**config.mk**
```make
export PLATFORM = sky130hd
export DESIGN_NAME = tl_irq_arb
export DESIGN_NICKNAME = d
export VERILOG_FILES = /design/src/rtl/tl_irq_pkg.sv /design/src/rtl/tl_irq_regs.sv /design/src/rtl/tl_irq_mask.sv /design/src/rtl/tl_irq_pick.sv /design/src/rtl/tl_irq_arb.sv
export SDC_FILE = /design/constraint.sdc
export NUM_CORES = 1
export LEC_CHECK = 0
export BUFFER_PORTS_ARGS = -buffer_cell sky130_fd_sc_hd__buf_2
export CAP_MARGIN = 15
export CORE_MARGIN = 2
export CORE_UTILIZATION = 52
export CTS_CLUSTER_SIZE = 30
export DETAILED_ROUTE_END_ITERATION = 7
export PLACE_DENSITY = 0.82
export SYNTH_ARGS = -nofsm -noshare
export SYNTH_HDL_FRONTEND = slang
export SYNTH_SLANG_ARGS = --single-unit
```
**constraint.sdc**
```tcl
create_clock -name clk -period 2.5 [get_ports clk]
set_input_delay 0.25 -clock clk [delete_from_list [all_inputs] [get_ports clk]]
set_output_delay 0.25 -clock clk [all_outputs]
set_load 0.1 [all_outputs]
```
**src/rtl/tl_irq_pkg.sv**
```systemverilog
package tl_irq_pkg;
  typedef enum logic {
    SEL_EN  = 1'b0,
    SEL_LVL = 1'b1
  } tl_reg_sel_e;

  localparam int VEC_NMI  = 0;
  localparam int VEC_ABRK = 1;
  localparam int VEC_SRC0 = 2;
endpackage

```
**src/rtl/tl_irq_regs.sv**
```systemverilog
module tl_irq_regs #(
  parameter int NUM_SRC = 8
) (
  input  logic               clk,
  input  logic               rst,
  input  logic               we,
  input  logic               addr,
  input  logic [NUM_SRC-1:0] wdata,
  output logic [NUM_SRC-1:0] rdata,
  output logic [NUM_SRC-1:0] en_bits,
  output logic [NUM_SRC-1:0] lvl_bits
);
  import tl_irq_pkg::*;

  always_ff @(posedge clk) begin
    if (rst) begin
      en_bits  <= '0;
      lvl_bits <= '0;
      rdata    <= '0;
    end else begin
      if (we && addr == SEL_EN)  en_bits  <= wdata;
      if (we && addr == SEL_LVL) lvl_bits <= wdata;
      rdata <= (addr == SEL_LVL) ? lvl_bits : en_bits;
    end
  end
endmodule

```
**src/rtl/tl_irq_mask.sv**
```systemverilog
module tl_irq_mask (
  input  logic       clk,
  input  logic       rst,
  input  logic       ack_set,
  input  logic       we,
  input  logic [1:0] wdata,
  output logic       mask_i,
  output logic       mask_ui
);
  always_ff @(posedge clk) begin
    if (rst) begin
      mask_i  <= 1'b1;
      mask_ui <= 1'b1;
    end else if (ack_set) begin
      mask_i  <= 1'b1;
      mask_ui <= 1'b1;
    end else if (we) begin
      mask_i  <= wdata[0];
      mask_ui <= wdata[1];
    end
  end
endmodule

```
**src/rtl/tl_irq_pick.sv**
```systemverilog
module tl_irq_pick #(
  parameter int NUM_SRC = 8,
  parameter int VEC_W   = 4
) (
  input  logic               nmi_pend,
  input  logic               abrk,
  input  logic [NUM_SRC-1:0] req,
  input  logic [NUM_SRC-1:0] en_bits,
  input  logic [NUM_SRC-1:0] lvl_bits,
  input  logic               mask_i,
  input  logic               mask_ui,
  output logic               win_valid,
  output logic [VEC_W-1:0]   win_vec
);
  import tl_irq_pkg::*;

  logic [NUM_SRC-1:0] elig1, elig0;
  logic               hit1, hit0;
  logic [VEC_W-1:0]   idx1, idx0;

  for (genvar k = 0; k < NUM_SRC; k++) begin : g_elig
    assign elig1[k] = req[k] & en_bits[k] &  lvl_bits[k] & ~(mask_i & mask_ui);
    assign elig0[k] = req[k] & en_bits[k] & ~lvl_bits[k] & ~mask_i;
  end

  always_comb begin
    hit1 = 1'b0;
    hit0 = 1'b0;
    idx1 = '0;
    idx0 = '0;
    for (int k = NUM_SRC - 1; k >= 0; k--) begin
      if (elig1[k]) begin
        hit1 = 1'b1;
        idx1 = VEC_W'(k);
      end
      if (elig0[k]) begin
        hit0 = 1'b1;
        idx0 = VEC_W'(k);
      end
    end
  end

  always_comb begin
    win_valid = 1'b1;
    if (nmi_pend)  win_vec = VEC_W'(VEC_NMI);
    else if (hit1) win_vec = VEC_W'(VEC_SRC0) + idx1;
    else if (abrk) win_vec = VEC_W'(VEC_ABRK);
    else if (hit0) win_vec = VEC_W'(VEC_SRC0) + idx0;
    else begin
      win_valid = 1'b0;
      win_vec   = '0;
    end
  end
endmodule

```
**src/rtl/tl_irq_arb.sv**
```systemverilog
module tl_irq_arb #(
  parameter int NUM_SRC = 8,
  localparam int VEC_W  = $clog2(NUM_SRC + 2)
) (
  input  logic               clk,
  input  logic               rst,
  input  logic               nmi_in,
  input  logic               abrk_in,
  input  logic [NUM_SRC-1:0] src_req,
  input  logic               reg_we,
  input  logic               reg_addr,
  input  logic [NUM_SRC-1:0] reg_wdata,
  output logic [NUM_SRC-1:0] reg_rdata,
  input  logic               mask_we,
  input  logic [1:0]         mask_wdata,
  output logic               mask_i,
  output logic               mask_ui,
  input  logic               cpu_ack,
  output logic               irq_req,
  output logic [VEC_W-1:0]   irq_vec
);
  import tl_irq_pkg::*;

  logic [NUM_SRC-1:0] en_bits, lvl_bits;
  logic               nmi_q, nmi_pend;
  logic               win_valid;
  logic [VEC_W-1:0]   win_vec;
  logic               ack_take;

  assign ack_take = irq_req & cpu_ack;

  tl_irq_regs #(.NUM_SRC(NUM_SRC)) u_regs (
    .clk(clk), .rst(rst), .we(reg_we), .addr(reg_addr), .wdata(reg_wdata),
    .rdata(reg_rdata), .en_bits(en_bits), .lvl_bits(lvl_bits)
  );

  tl_irq_mask u_mask (
    .clk(clk), .rst(rst), .ack_set(ack_take), .we(mask_we), .wdata(mask_wdata),
    .mask_i(mask_i), .mask_ui(mask_ui)
  );

  tl_irq_pick #(.NUM_SRC(NUM_SRC), .VEC_W(VEC_W)) u_pick (
    .nmi_pend(nmi_pend), .abrk(abrk_in), .req(src_req), .en_bits(en_bits),
    .lvl_bits(lvl_bits), .mask_i(mask_i), .mask_ui(mask_ui),
    .win_valid(win_valid), .win_vec(win_vec)
  );

  always_ff @(posedge clk) begin
    if (rst) begin
      nmi_q    <= 1'b0;
      nmi_pend <= 1'b0;
    end else begin
      nmi_q <= nmi_in;
      if (nmi_in && !nmi_q)
        nmi_pend <= 1'b1;
      else if (ack_take && irq_vec == VEC_W'(VEC_NMI))
        nmi_pend <= 1'b0;
    end
  end

  always_ff @(posedge clk) begin
    if (rst) begin
      irq_req <= 1'b0;
      irq_vec <= '0;
    end else if (irq_req) begin
      if (cpu_ack) irq_req <= 1'b0;
    end else if (win_valid) begin
      irq_req <= 1'b1;
      irq_vec <= win_vec;
    end
  end
endmodule

```
== After elaboration in Yosys (flattened, before gate mapping) ==
Cells that the tools add are included.

* Register bits: 33
* Input port bits: 26
* Output and inout port bits: 15

* Add/sub/neg operators: 2
* Multiplexer cells: 46
* Bitwise gates (word level): 54
* Reductions and logical operators: 9

{| class="wikitable"
|+ Operator list
! kind !! number
|-
| 3-bit two-way mux || 16
|-
| 1-bit bitwise AND || 42
|-
| 1-bit two-way mux || 25
|-
| 4-bit two-way mux || 4
|-
| 1-bit inverter || 12
|-
| 2-bit by 3-bit adder with 4-bit output (first input constant) || 2
|-
| 8-bit two-way mux || 1
|-
| 1-bit logical AND || 4
|-
| 4-bit zero test || 1
|-
| 2-bit AND reduction || 1
|-
| 2-bit nonzero test || 1
|-
| 2-bit OR reduction || 1
|-
| 1-bit zero test || 1
|}

== Longest topological paths before layout ==
Gate-level depths: netlist of the first run.

* Depth in word-level cells: 17
* Gate-level depth with buffers: 9
* Gate-level depth less buffers: 9

== Hierarchy ==
Synthesis of the first run repeated with hierarchy kept, for this count alone.

* Cell total of the unflattened synthesis: 181
* Area total of the unflattened synthesis: 1803.0 µm²

{| class="wikitable"
|+ By module, submodules not included
! module !! instances !! cells each !! area an instance (µm²) !! sequential area each (µm²)
|-
| tl_irq_regs || 1 || 87 || 949.7 || 480.5
|-
| tl_irq_pick || 1 || 60 || 525.5 || 0.0
|-
| tl_irq_arb || 1 || 27 || 256.5 || 140.1
|-
| tl_irq_mask || 1 || 7 || 71.3 || 40.0
|}

== Worst setup path after synthesis of the first run ==
No wires, ideal clock.

* Path kind: register to register
* Start: register u_mask.mask_i
* End: register irq_vec[0]
* Library setup time: 119 ps
* Arrival: 2379 ps
* Required time: 2381 ps
* Path slack: 2 ps
* Stages on the path, launching flop included: 7
* Period minus slack after synthesis: 2498 ps
* Cell sequence: dfxtp_1 > buf_6 > and4bb_4 > nor4b_4 > o2111ai_2 > a311o_1 > a32o_1

* Word-level cells in the longest chain between the ends: 15
* Elaborated cells between the ends (all ways): 62
* Classes of those cells: add/sub (2); mux (40); bitwise (19); reduce/logical (1)

{| class="wikitable"
|+ RTL lines
! what !! RTL line !! text
|-
| from (decl) || tl_irq_mask.sv:7 || <nowiki>output logic mask_i,</nowiki>
|-
| from (signal assigned) || tl_irq_mask.sv:18 || <nowiki>mask_i <= wdata[0];</nowiki>
|-
| 1-bit inverter || tl_irq_pick.sv:23 || <nowiki>assign elig0[k] = req[k] & en_bits[k] & ~lvl_bits[k] & ~mask_i;</nowiki>
|-
| 1-bit bitwise AND || tl_irq_pick.sv:23 ||
|-
| 3-bit two-way mux / 1-bit two-way mux (equally long branches) (8 in series) || tl_irq_pick.sv:36 || <nowiki>if (elig0[k]) begin</nowiki>
|-
| 2-bit by 3-bit adder with 4-bit output / 1-bit two-way mux (equally long branches) || tl_irq_pick.sv:48 || <nowiki>else if (hit0) win_vec = VEC_W'(VEC_SRC0) + idx0;</nowiki>
|-
| 4-bit two-way mux / 1-bit two-way mux (equally long branches) || tl_irq_pick.sv:48, tl_irq_pick.sv:47 ||
|-
| 4-bit two-way mux / 1-bit two-way mux (equally long branches) || tl_irq_pick.sv:47, tl_irq_pick.sv:46 ||
|-
| 4-bit two-way mux / 1-bit two-way mux (equally long branches) || tl_irq_pick.sv:46, tl_irq_pick.sv:45 ||
|-
| 4-bit two-way mux / 2-bit AND reduction (equally long branches) || -- ||
|-
| to (signal assigned) || tl_irq_arb.sv:69 || <nowiki>irq_vec <= win_vec;</nowiki>
|-
| to (decl) || tl_irq_arb.sv:20 || <nowiki>output logic [VEC_W-1:0] irq_vec</nowiki>
|}

Parallel ways exist; a longest one is shown, timed or not.
A chain may end at the register's enable or synchronous reset.

== Final worst setup path of the first run ==
* Start: register u_mask.mask_i
* End: register irq_vec[1]

Same word-level chain as after synthesis.

==> impl_metrics.tcl, run 1 <==
set metrics [dict create \
    status "finished clean" \
    dpl_worst_slack_ns 0.409 \
    p_seq_share_pct 53.5 \
    start_util_pct 55.1 \
    num_vias 1497 \
    p_leak_nw 0.883 \
    clock_skew_ns 0.00680 \
    nets 245 \
    vias_per_cell 5.74 \
    top_layer "met4" \
    first_global_vias 1311 \
    crit_path_max_fanout 12 \
    drive_gt1_share_pct 28.6 \
    cts_sinks 33 \
    ant_nets 0 \
    min_period_over_period_pct 83.9 \
    cts_tree "built" \
    htreeDepth 2 \
    final_common_cell "buf_2" \
    required_ns 2.74 \
    post_cts_buffers 0 \
    route.detailed.drc 0 \
    synth_cells 177 \
    gp_congestion 0.921 \
    io_buffers 40 \
    wl_um 3670 \
    max-slew-margin-rel_pct 65.2 \
    grt_start_max_net_pins 32 \
    synth_area_leaders "dfxtp_1, mux2i_1, nor2_1" \
    hold_viol 0 \
    root_buffer "clkbuf_4" \
    ys.flop_type "dfxtp_1" \
    layout_min_cycle_time_ns 2.10 \
    hp-class "input port to flop" \
    startpoint_type "flop" \
    num_io_pins 41 \
    core_um2 3050 \
    cts_resized 0 \
    yosysTopAreaCell "dfxtp_1" \
    dpl_cell_area_um2 1910 \
    synth.distinct_cells 45 \
    grt.overflow.total 0 \
    crit_arrival_ns 2.34 \
    yosys_warnings 0 \
    antenna_found_initial 0 \
    diodes 0 \
    final_cell_mix "buf_2, dfxtp_1, nor2_1" \
    path_class "flop to flop" \
    clk_path_buf_depth 2 \
    avgSynthCellArea_um2 9.50 \
    synth.net_count 205 \
    synth_edf_count 0 \
    grt_pass1_wl_um 5910 \
    setup_slack_ns 0.403 \
    wl_met1_um 1760 \
    endpoint_kind "flop" \
    synth_top_area_share_pct 39.3 \
    ys_ff_latch 33 \
    numCtsBuffers 5 \
    avgRoutedWirePerCell_um 14.1 \
    grt_usage_pct 22.1 \
    first_iter_violations 52 \
    seq_area_frac_synth_pct 39.3 \
    ir_worst_vdd_v 0.000445 \
    die_width_um 60.9 \
    fin_area_um2 1960 \
    fillCellCount 280 \
    routed-wl-met2_um 1670 \
    holdBufCountCts 0 \
    clock_latency_ns 0.34 \
    wl_met3_um 204 \
    num_rows 20 \
    synthArstFlopShare_pct 0 \
    clk_pin_slew_ns 0.09 \
    tns_ns 0 \
    die_h_um 60.9 \
    p_switching_uw 328 \
    slew_viol_final 0 \
    sw_frac_of_total_pct 30.6 \
    tightestPinTransition_ns 0.523 \
    die_area_um2 3700 \
    setup_viol 0 \
    share_comb_of_total_power_pct 18.3 \
    fmaxAchievable_mhz 477 \
    max_cap_violations 0 \
    first_pass_iters 4 \
    p_int_uw 745 \
    netlist_area_um2 1680 \
    post-dp-hpwl_um 2790 \
    pwr-share-clk_pct 28.2 \
    rsz0062_at_grt "no" \
    final_util_pct 64.3 \
    power.density_nw_per_um2 547 \
    syn2layout_area_growth_pct 16.7 \
]
## worst paths after layout
| check | start | to | slack (ns) | depth (start not counted) |
|---|---|---|---|---|
| min reg2reg | irq_vec[3]$_SDFFE_PP0P_ | irq_vec[3]$_SDFFE_PP0P_ | 0.49 | 1 |
| max reg2reg | u_mask.mask_i$_SDFFE_PP1P_ | irq_vec[1]$_SDFFE_PP0P_ | 0.40 | 6 |
| min | mask_wdata[1] | u_mask.mask_ui$_SDFFE_PP1P_ | 0.12 | 3 |
| max | u_mask.mask_i$_SDFFE_PP1P_ | irq_vec[1]$_SDFFE_PP0P_ | 0.40 | 6 |
## sequential cells by signal, indices dropped and copies added (netlist names)
register / count
u_mask.mask_i: 1
u_regs.lvl_bits: 8
nmi_pend: 1
irq_req: 1
nmi_q: 1
u_regs.rdata: 8
u_mask.mask_ui: 1
u_regs.en_bits: 8
irq_vec: 4
## layer usage
metal	global-route usage (%)	up-vias
li1	-	736
met1	29.1	717
met2	33.3	40
met3	7.89	4
met4	8.39	0
met5	0	-
## cell type report
| class | instances | area (µm²) | share of cell area (%) |
|---|---|---|---|
| Multi-Input combinational cell | 134 | 976 | 49.7 |
| Clock buffer | 7 | 55.1 | 2.81 |
| Tap cell | 44 | 55.1 | 2.81 |
| Inverter | 2 | 7.51 | 0.383 |
| Timing Repair Buffer | 41 | 208 | 10.6 |
| Sequential cell | 33 | 661 | 33.7 |
## cells by family (layout without fill, tap and decap cells)
logic type / Yosys count / count (layout) / share of synthesized area, %
fa+ha+maj: 2 / 2 / 1.49
buf+inv: 10 / 50 / 2.68
compound gates: 34 / 34 / 15.7
flops: 33 / 33 / 39.3
mux: 18 / 18 / 10.7
simple gates: 80 / 80 / 30.1
## power groups by stage
stage	logic, mW	clock network, mW	registers, mW
floorplan	0.0866	0	0.644
global placement	0.194	0	0.585
detailed placement	0.197	0	0.586
CTS	0.197	0.316	0.574
global route	0.211	0.345	0.578
finish	0.196	0.302	0.574
## per-stage QoR
| stage | std cells | hold WS [ns] | power [mW] |
|---|---|---|---|
| final | 261 | 0.124 | 1.07 |
| after global routing | 261 | 0.106 | 1.13 |
| after CTS | 261 | 0.106 | 1.09 |
| after detailed placement | 254 | 0.470 | 0.783 |
| after global placement | 254 | 0.468 | 0.779 |
| after floorplan | 177 | 0.378 | 0.731 |
## critical path: stages (launching register included)
cell and delay [ns]:
dfxtp_1 0.63, and4bb_2 0.31, nor2_1 0.23, o2111ai_2 0.21
nor3_2 0.24, nor4_1 0.11, a32o_1 0.27
## synth_stat cells (2+ instances only)
library cell  instances
a21oi_1              11
a22oi_1               3
a32o_1                2
and3_1                4
and3_4                2
and4bb_2              2
clkbuf_1              7
dfxtp_1              33
ha_1                  2
inv_1                 2
mux2i_1              18
nand2_1              13
nand3_1              13
nand4_1               2
nor2_1               24
nor2b_1               5
nor4_1                2
nor4bb_4              2
o211ai_1              2
o21ai_0               2
o2bb2ai_1             2
Power figures use the tool's default switching activity.
==> run 2: changes to the inputs <==
Settings changed: CORE_UTILIZATION 52 to 47, PLACE_DENSITY 0.82 to 0.78.
Clock period 2.5 ns to 1.7 ns, I/O delays scaled along.
==> run 2 against run 1 <==
The flow now finishes with violations (setup timing); via count increased by 4.1%; sequential cell count unchanged; sequential share of layout area decreased by 3.9 points; utilization increased by 2.1 points; clock-buffer cell count decreased by 1; critical path depth decreased by 1; design area increased by 15%; critical endpoint is now irq_vec[0]$_SDFFE_PP0P_; final cell count increased by 11%; hold slack got worse by 0.086 ns; clock power increased by 40%; largest cell class unchanged; sequential power increased by 46%; highest routed layer unchanged; global-route usage decreased by 1.3 points.
==> impl_metrics.tcl, run 2 (synthesis gave the netlist of run 1 again) <==
set metrics [dict create \
    status "complete, but fails checks" \
    violations "setup timing" \
    required_ns 1.94 \
    nets 271 \
    grt_use_met2_pct 33.9 \
    hold_ws_ns 0.0387 \
    ir_worst_vdd_v 0.000647 \
    max-slew-margin-rel_pct 67.8 \
    first_global_vias 1482 \
    max_cap_violations 0 \
    clock_latency_ns 0.34 \
    setup_slack_ns -0.175 \
    dp_cells 281 \
    hold_viol 0 \
    syn2layout_area_growth_pct 33.9 \
    layout_min_cycle_time_ns 1.87 \
    grt.overflow.total 0 \
    holdBufCountCts 0 \
    grt_usage_pct 20.8 \
    numCtsBuffers 5 \
    slew_viol_final 0 \
    avgRoutedWirePerCell_um 13.9 \
    die_area_um2 4070 \
    crit_arrival_ns 2.11 \
    clk_path_buf_depth 2 \
    post-dp-hpwl_um 2860 \
    dpl_worst_slack_ns -0.120 \
    io_buffers 40 \
    start_util_pct 49.6 \
    gp_congestion 0.811 \
    clk_pin_slew_ns 0.10 \
    stdcell_count 290 \
    top_regs "u_regs.en_bits x8, u_regs.lvl_bits x8, u_regs.rdata x8" \
    vias_per_cell 5.38 \
    grt_pass1_wl_um 6550 \
    drive_gt1_share_pct 41.0 \
    ant_nets 0 \
    power.density_nw_per_um2 713 \
    setup_viol 4 \
    num_rows 21 \
    die_h_um 63.8 \
    final_common_cell "buf_2" \
    root_buffer "clkbuf_4" \
    hp-class "input port to flop" \
    diodes 0 \
    antenna_found_initial 0 \
    final_cell_mix "buf_2, dfxtp_1, buf_4" \
    clock_skew_ns 0.00844 \
    grt_busiest_layer "met2" \
    min_period_over_period_pct 110 \
    rsz0062_at_grt "yes" \
    cts_tree "built" \
    fmaxAchievable_mhz 533 \
    route.detailed.drc 0 \
    grt_start_max_net_pins 27 \
    num_vias 1559 \
    grt_use_met1_pct 25.2 \
    use_met3_pct 5.99 \
    dpl_cell_area_um2 2110 \
    first_iter_violations 64 \
    tightestPinTransition_ns 0.486 \
    htreeDepth 2 \
    first_pass_iters 4 \
    startpoint_type "flop" \
    crit_path_max_fanout 10 \
    wl_um 4020 \
    cts_sinks 33 \
    num_io_pins 41 \
    core_um2 3390 \
    die_width_um 63.8 \
    endpoint_kind "flop" \
    path_class "flop to flop" \
    p_leak_nw 1.03 \
    fin_area_um2 2250 \
    final_util_pct 66.4 \
]
[run 2: changes by cell type in the layout (fill, tap and decap cells not counted), sizes merged]
| cell | previous run | this run |
|---|---|---|
| clkbuf | 7 | 6 |
| clkinv | 0 | 2 |
| buf | 41 | 67 |
[run 2: metrics by stage]
step	setup TNS, ns	power, mW
3_3_place_gp	-0.344	1.18
6_report	-0.599	1.61
5_1_grt	-0.923	1.68
4_1_cts	-0.435	1.61
3_5_place_dp	-0.422	1.18
2_1_floorplan	-1.02	1.07
[run 2: final cells by class]
type,count,area (µm²)
Fill cell,269,1140
Multi-Input combinational cell,134,1060
Sequential cell,33,669
Timing Repair Buffer,67,407
Tap cell,46,57.6
Clock buffer,6,41.3
Clock inverter,2,10.0
Inverter,2,7.51
[run 2: path summary, 6_finish.rpt]
path / from / end / slack [ns] / depth (start not counted)
max reg2reg: u_mask.mask_i$_SDFFE_PP1P_ / irq_vec[0]$_SDFFE_PP0P_ / -0.17 / 5
min: mask_wdata[0] / u_mask.mask_i$_SDFFE_PP1P_ / 0.04 / 3
min reg2reg: irq_vec[2]$_SDFFE_PP0P_ / irq_vec[2]$_SDFFE_PP0P_ / 0.49 / 1
max: u_mask.mask_i$_SDFFE_PP1P_ / irq_vec[0]$_SDFFE_PP0P_ / -0.17 / 5
[run 2: where the power goes]
group | total, mW | internal (mW) | switching (mW)
sequential | 0.838 | 0.807 | 0.0315
combinational | 0.344 | 0.127 | 0.217
clock | 0.424 | 0.157 | 0.266
total | 1.61 | 1.09 | 0.515
[run 2: layer usage]
metal  routed length [µm]  part of all wire, %
met3                  188                  4.7
met5                    0                    0
met2                 1900                   47
met1                 1870                   46
met4                   72                  1.8
[run 2: critical path: stages (launching register included)]
cell       delay [ns]
dfxtp_4          0.45
and4bb_4         0.24
nor4b_4          0.30
o2111ai_4        0.20
a311o_1          0.32
a32o_1           0.25
[run 2: what timing repair did]
action,in CTS,in global routing
setup buffers,1,0
pin swaps,9,0
gates resized for setup,9,4
endpoints found under the setup margin,4,5
